$ cat src/rtl/irq_front.sv
module irq_front #(
  parameter logic [15:0] NMI_VEC = 16'h0024,
  parameter logic [15:0] HI_VEC  = 16'h003C,
  parameter logic [15:0] MID_VEC = 16'h0034,
  parameter logic [15:0] LO_VEC  = 16'h002C
) (
  input  logic        clk,
  input  logic        rst_n,
  input  logic        nmi_req,
  input  logic        vec_hi_req,
  input  logic        vec_mid_req,
  input  logic        vec_lo_req,
  input  logic        gen_req,
  input  logic        ie_set,
  input  logic        ie_clr,
  input  logic        msk_wr,
  input  logic [7:0]  msk_wdata,
  input  logic        irq_ack,
  input  logic        ser_in,
  output logic        irq_valid,
  output logic [15:0] irq_vector,
  output logic        irq_ext,
  output logic [7:0]  status,
  output logic        ser_out
);
  logic       ie, hi_lat, hi_prev;
  logic [2:0] msk;

  wire       hi_edge  = vec_hi_req & ~hi_prev;
  wire [2:0] pend     = {hi_lat, vec_mid_req, vec_lo_req};
  wire [2:0] live     = pend & ~msk & {3{ie}};
  wire       gen_live = ie & gen_req;
  wire       mask_any = (|live) | gen_live;
  wire       take_msk = irq_ack & ~nmi_req & mask_any;
  wire       take_hi  = irq_ack & ~nmi_req & live[2];
  wire       wr_msk   = msk_wr & msk_wdata[3];
  wire       wr_clr   = msk_wr & msk_wdata[4];
  wire       wr_ser   = msk_wr & msk_wdata[6];

  assign irq_valid = nmi_req | mask_any;
  assign status    = {ser_in, pend, ie, msk};

  always_comb begin
    irq_vector = 16'h0000;
    irq_ext    = 1'b0;
    if (nmi_req)       irq_vector = NMI_VEC;
    else if (live[2])  irq_vector = HI_VEC;
    else if (live[1])  irq_vector = MID_VEC;
    else if (live[0])  irq_vector = LO_VEC;
    else if (gen_live) irq_ext    = 1'b1;
  end

  always_ff @(posedge clk) begin
    if (!rst_n) begin
      ie      <= 1'b0;
      msk     <= 3'b111;
      hi_lat  <= 1'b0;
      hi_prev <= 1'b0;
      ser_out <= 1'b0;
    end else begin
      hi_prev <= vec_hi_req;
      if (take_msk || ie_clr) ie <= 1'b0;
      else if (ie_set)        ie <= 1'b1;
      if (wr_msk) msk <= msk_wdata[2:0];
      if (hi_edge)                hi_lat <= 1'b1;
      else if (take_hi || wr_clr) hi_lat <= 1'b0;
      if (wr_ser) ser_out <= msk_wdata[7];
    end
  end
endmodule

$ cat config.mk
export PLATFORM = sky130hd
export DESIGN_NAME = irq_front
export DESIGN_NICKNAME = d
export VERILOG_FILES = /design/src/rtl/irq_front.sv
export SDC_FILE = /design/constraint.sdc
export NUM_CORES = 1
export LEC_CHECK = 0
export CAP_MARGIN = 10
export CORE_UTILIZATION = 31
export DETAILED_ROUTE_END_ITERATION = 10
export PLACE_DENSITY = 0.8
export SLEW_MARGIN = 0
export SYNTH_ARGS = -nofsm -noshare
export SYNTH_HDL_FRONTEND = slang
export SYNTH_SLANG_ARGS = --single-unit
$ cat constraint.sdc
create_clock -name clk -period 3.45 [get_ports clk]
set_input_delay 0.69 -clock clk [delete_from_list [all_inputs] [get_ports clk]]
set_output_delay 0.69 -clock clk [all_outputs]
set_load 0.05 [all_outputs]
# Word-level counts from Yosys, hierarchy flattened
# Index checks and enable logic that the tools add are counted.
# op_classes
muxes	11
bitwise	16
reduce_logical	5
# op_table
cell	n
two-way mux 6 bit	4
AND 1 bit	8
two-way mux 1 bit	7
AND 3 bit	2
inverter 1 bit	3
inverter 3 bit	1
OR reduction 3 bit	1
logical OR 1 bit	2
OR 1 bit	2
nonzero test 2 bit	1
OR reduction 2 bit	1
# totals
ff_bits	7
inputBits	20
out_inout_bits	27
word_cells	37

# Longest topological paths before layout
# Gate-level depths: netlist of the first run.
# depth
word_depth	8
mapped_depth	4
depth_no_buf	3

# Worst setup path before layout of the first run
# OpenSTA, ideal clock, no wires.
# synth_timing
kind	input -> output
from	input vec_lo_req
to	output irq_ext
arrival_ns	1.895
slack_ns	0.865
cell_stages	3
cell_sequence	nor2b_1 -> or3_1 -> nor2_1
# synth_between
elab_chain_len	6
# synth_rtl
element	line	rtl
start, declared	12	input logic vec_lo_req,
AND 3 bit (2 in series)	31	wire [2:0] live = pend & ~msk & {3{ie}};
two-way mux 1 bit	49	else if (live[0]) irq_vector = LO_VEC;
two-way mux 1 bit	48	else if (live[1]) irq_vector = MID_VEC;
two-way mux 1 bit	47	else if (live[2]) irq_vector = HI_VEC;
two-way mux 1 bit	46	if (nmi_req) irq_vector = NMI_VEC;
end, declared	22	output logic irq_ext,
# No other way between the ends.

# Final worst setup path of the first run
# layout_timing
from	input vec_mid_req
to	output irq_vector[4]
# layout_between
elab_chain_len	5
# layout_rtl
element	line	rtl
start, declared	11	input logic vec_mid_req,
AND 3 bit (2 in series)	31	
two-way mux 6 bit	48	
two-way mux 6 bit	47	
two-way mux 6 bit	46	
end, declared	21	output logic [15:0] irq_vector,
# No other way between the ends.

==> metrics, run 1 <==
synthesized area per cell=7.56 sq um; total gr overflow=0; Setup crit start kind=input pin; Worst Clk Skew=0.00109 ns; synth top area cells=dfxtp_1 28%, buf_4 27%, nand3_1 8.1%; Pwr Density=374 nW/um^2; clock power share=26.8%; Final WS setup=0.376 ns; gpl congestion=0.747; share of the synthesized area in the top cell type=28.5%; post-synthesis sequential area ratio=28.5%; Initial Util=33.0%; Resize count post-CTS=0; Worst-Skew Late Latency=0.25 ns; Synth Warn #=0; core area=1490 sq um; first-pass GRT wire length=1650 microns; Ports=47; multi-input gate area in the final layout=250 sq um; largest net degree at the start of global routing=8; layout cells sized above 1=9.68%; Max Cap Violations=0; post-synthesis instance area=492 sq um; status=finished clean; actual slew at the worst max-slew pin=0.499 ns; Die ar.=1750 sq um; root buf cell=clkbuf_4; vias in the first global route=428; Total Routing Usage GR=12.3%; Antenna Diode Count=0; Detail Placement HPWL=823 microns; HP Class=reg -> reg; Yosys top cell by area=dfxtp_1; Final Cell Area=744 sq um; post-place setup slack=0.394 ns; crit path kind=in -> out; worst-path fanout max=3; DIE HEIGHT=41.8 microns; cell leakage power=0.331 nW; f_max=325 MHz; Final Power=0.278 mW; Comb pwr share=40.9%; Switching Fraction=39.3%; internal power=0.169 mW; Vias/cell=4.39; DRT antenna net count=0; commonest non-fill, non-tap cell in the layout=clkdlybuf4s50_1; total CTS buffers=3; minimum clock period=3.07 ns; FF+latch count, synth=7; met1 Resource Use GR=13.6%; Layout Nets=114; gate count of the mapped netlist=65; post-cts hold buffer count=0; area added between synthesis and finish=51.4%; antenna violations before repair=0; Final Setup Violations=0; Pins Over Slew Limit=0; 1st-iter DRT viols=3; Setup TNS=0 ns; post-layout util=50.0%; Sequential Power Share=32.4%; Port Buffers=31; Post-Route WL=997 microns; fin cells=109; TritonRoute pass-1 iters=4; H-tree levels=1; global-route met2 utilization=21.3%; most frequent cells in the layout=27 x clkdlybuf4s50_1, 12 x conb_1, 9 x nand2_1, 8 x nand3_1, 7 x dfxtp_1; chip width=41.8 microns; Peak VDD IR=0.000202 V; CTS clk-pin slew, worst paths=0.05 ns; GR peak layer=met2; Filler cells=154; period utilization=89.1%; Cell Rows=14; CTS max path bufs=2; Data arrival, critical path=2.38 ns; post-synthesis cell type count=18; CP required=2.76 ns; routed vias=479; Final Hold Slack=0.410 ns; Rel. slew slack=66.6%; Setup crit end kind=output pin; Cells after DPL=105; clk sink count=7; switching power=0.109 mW; dpl cell area=718 sq um; RSZ-0062 raised after global routing=no; Fin. Hold Viols=0; met3 global-route usage=2.61%; FF/Latch Area=140 sq um; DRC=0; CTS tree=built; Setup Buffers After CTS=0; Avg WL per Cell=9.15 microns
power groups by stage:
stage	Clock, mW	Combinational, mW	Sequential [mW]
floorplan	0	0.0828	0.101
global placement	0	0.113	0.0916
detailed placement	0	0.114	0.0918
CTS	0.0776	0.114	0.0901
global route	0.0824	0.119	0.0908
finish	0.0745	0.114	0.0901
sequential cells by signal, summed over array words and instances, names as in the netlist:
name / count
ser_out: 1
msk: 3
hi_prev: 1
ie: 1
hi_lat: 1
per-layer routing:
layer	wire, microns	vias up	share of wire, %
li1	-	240	-
met4	8	0	0.80
met3	83	2	8.3
met2	495	27	50
met5	0	-	0
met1	409	210	41
cell usage after synthesis:
| master | instances |
|---|---|
| nor2b_1 | 4 |
| nor3b_1 | 1 |
| o211ai_1 | 1 |
| nand2b_1 | 2 |
| nor2_1 | 4 |
| o22ai_1 | 1 |
| a21boi_0 | 1 |
| dfxtp_1 | 7 |
| or3_1 | 1 |
| nand3_1 | 8 |
| a31oi_2 | 1 |
| a21oi_1 | 1 |
| inv_1 | 2 |
| or4_4 | 1 |
| a21o_1 | 2 |
| conb_1 | 1 |
| buf_4 | 18 |
| nand2_1 | 9 |
layout make-up:
class	instances	share of cell area [%]
timing repair buffer	31	40.3
multi-input combinational	49	33.6
sequential	7	18.8
clock buffer	4	3.53
tap	16	2.69
inverter	2	1.01
worst paths after layout:
check / start / end / slack [ns] / cells past startpoint
max: vec_mid_req / irq_vector[4] / 0.38 / 5
min: hi_prev / hi_lat / 0.41 / 1
max reg2reg: msk[0] / ie / 2.27 / 3
min reg2reg: hi_prev / hi_lat / 0.41 / 1
worst max-delay path, cell delays in order:
cell             delay [ns]
clkdlybuf4s50_1        0.49
nor2b_1                0.23
nor2_1                 0.07
nor2_1                 0.10
clkdlybuf4s50_1        0.80
cells by family after synthesis:
family	share of synthesized area (%)
buffers and inverters	29.0
flip-flops	28.5
AND/OR/NAND/NOR	30.8
AO/OA/AOI/OAI	10.9
other	0.763
Power figures use the tool's default switching activity.
==> run 2: changes to the inputs <==
--- a/config.mk
+++ b/config.mk
@@ -6,9 +6,11 @@
 export NUM_CORES = 1
 export LEC_CHECK = 0
 export CAP_MARGIN = 10
-export CORE_UTILIZATION = 31
+export CORE_AREA = 2 2 39 41
 export DETAILED_ROUTE_END_ITERATION = 10
-export PLACE_DENSITY = 0.8
+export DIE_AREA = 0 0 41 43
+export DONT_BUFFER_PORTS = 1
+export PLACE_DENSITY = 0.48
 export SLEW_MARGIN = 0
 export SYNTH_ARGS = -nofsm -noshare
 export SYNTH_HDL_FRONTEND = slang
==> run 2 against run 1 <==
  * Combinational power fell by 50%
  * Sequential power rose by 18%
  * Sequential cell count did not move
  * Wire length fell by 14%
  * Clock skew fell by 0.00096 ns
  * First-iteration DRC count fell by 67%
  * Core utilization fell by 16 points
  * Final area fell by 36%
==> metrics, run 2 (same netlist as run 1, synthesis figures left out) <==
status=finished clean; Detail Placement HPWL=733 microns (-11%); Port Buffers=0 (-100%); DIE HEIGHT=43 microns (+2.8%); 1st-iter DRT viols=1 (-2); R2R depth=3 (unchanged); Final WS setup=0.794 ns (+0.418 ns); actual slew at the worst max-slew pin=0.609 ns (+0.110 ns); Initial Util=35.5% (+2.5 points); Post-Route WL=862 microns (-14%); commonest non-fill, non-tap cell in the layout=conb_1; post-place setup slack=1.02 ns (+0.622 ns); Fin. Hold Viols=0 (unchanged); total CTS buffers=3 (unchanged); minimum clock period=2.66 ns (-0.418 ns); Reg with most FFs=msk; total gr overflow=0 (unchanged); Setup Buffers After CTS=0 (unchanged); period utilization=77.0% (-12 points); first-pass GRT wire length=1280 microns (-23%); Filler cells=165 (+7.1%); internal power=0.141 mW (-16%); f_max=377 MHz (+16%); Avg WL per Cell=10.5 microns (+15%); Layout Nets=87 (-24%); HP Class=reg -> reg; RSZ-0062 raised after global routing=no; Die ar.=1760 sq um (+0.78%); Setup TNS=0 ns (unchanged); CTS clk-pin slew, worst paths=0.05 ns (about the same); DRT antenna net count=0 (unchanged); core area=1380 sq um (-7.1%); Worst-Skew Late Latency=0.25 ns (about the same); routed vias=373 (-22%); Ports=47 (unchanged); root buf cell=clkbuf_4; gpl congestion=0.716 (-4.2%); clk sink count=7 (unchanged); vias in the first global route=339 (-21%); Setup crit end kind=output pin; layout cells sized above 1=13.6% (+4.0 points); Total Routing Usage GR=11.2% (-1.2 points); cell leakage power=0.228 nW (-31%); max reg flops=3 (unchanged); area added between synthesis and finish=-3.56%; largest net degree at the start of global routing=8 (unchanged); CTS tree=built; Pwr Density=500 nW/um^2 (+34%); most frequent cells in the layout=12 x conb_1, 9 x nand2_1, 8 x nand3_1, 7 x dfxtp_1; Final Setup Violations=0 (unchanged); switching power=0.0958 mW (-12%); CP required=2.76 ns (about the same); crit path kind=reg -> out; clock power share=30.9% (+4.1 points); chip width=41 microns (-2.0%); Cells after DPL=78 (-26%); hold path cells=1 (unchanged); Comb pwr share=24.3% (-17 points); Antenna Diode Count=0 (unchanged); Cell Rows=14 (unchanged); Sequential Power Share=44.9% (+13 points); Vias/cell=4.55 (+3.5%); Peak VDD IR=0.000189 V (-6.7%); fin cells=82 (-25%); worst-path fanout max=3 (unchanged); Resize count post-CTS=0 (unchanged); H-tree levels=1 (unchanged); Setup crit start kind=flip-flop; Rel. slew slack=59.3% (-7.3 points); Pins Over Slew Limit=0 (unchanged); Switching Fraction=40.4% (+1.1 points); CTS max path bufs=2 (unchanged); Worst Clk Skew=0.000125 ns (-0.000962 ns); Max Cap Violations=0 (unchanged); Data arrival, critical path=1.97 ns (-0.41 ns); post-cts hold buffer count=0 (unchanged); TritonRoute pass-1 iters=2 (-2); DRC=0 (unchanged); antenna violations before repair=0 (unchanged)
[run 2: critical path, cell delays in order, from the launching register on]
cell and delay [ns]:
dfxtp_1 0.65, nor2b_1 0.15, or4_4 0.56, a21o_1 0.36
[run 2: path summary, 6_finish.rpt]
| check | start | to | slack [ns] |
|---|---|---|---|
| setup reg to reg | msk[0] | ie | 1.86 |
| setup / recovery | msk[0] | irq_valid | 0.79 |
| hold reg to reg | hi_prev | hi_lat | 0.40 |
| hold / removal | hi_prev | hi_lat | 0.40 |
[run 2: area by class of cell]
cell class              count  area, sq um  area share [%]
inverters                   2         7.51            1.58
flip-flops and latches      7          140            29.6
repair buffers              4         30.0            6.33
multi-input cells          49          250            52.8
well taps                  16         20.0            4.22
clock buffers               4         26.3            5.54
[run 2: through the flow]
stage | utilization, % | instance area (sq um) | power, mW | hold slack, ns
5_1_grt | 34.3 | 474 | 0.250 | 0.420
4_1_cts | 34.3 | 474 | 0.241 | 0.405
3_3_place_gp | 32.4 | 448 | 0.165 | 0.393
6_report | 34.3 | 474 | 0.237 | 0.401
3_5_place_dp | 32.4 | 448 | 0.166 | 0.397
2_1_floorplan | - | 533 | 0.184 | 0.388
[run 2: routing by layer]
layer	up-vias	GRT usage, %	routed length [microns]
met5	-	0	0
met4	0	8.00	12
met3	2	3.14	109
met2	20	18.1	412
met1	163	11.3	327
li1	188	-	-
[run 2: power groups by stage]
stage | Sequential [mW] | Combinational (mW) | Clock, mW
after global placement | 0.108 | 0.0573 | 0
final | 0.106 | 0.0575 | 0.0732
after floorplan | 0.101 | 0.0828 | 0
after CTS | 0.107 | 0.0576 | 0.0772
after global routing | 0.107 | 0.0611 | 0.0815
after detailed placement | 0.108 | 0.0575 | 0
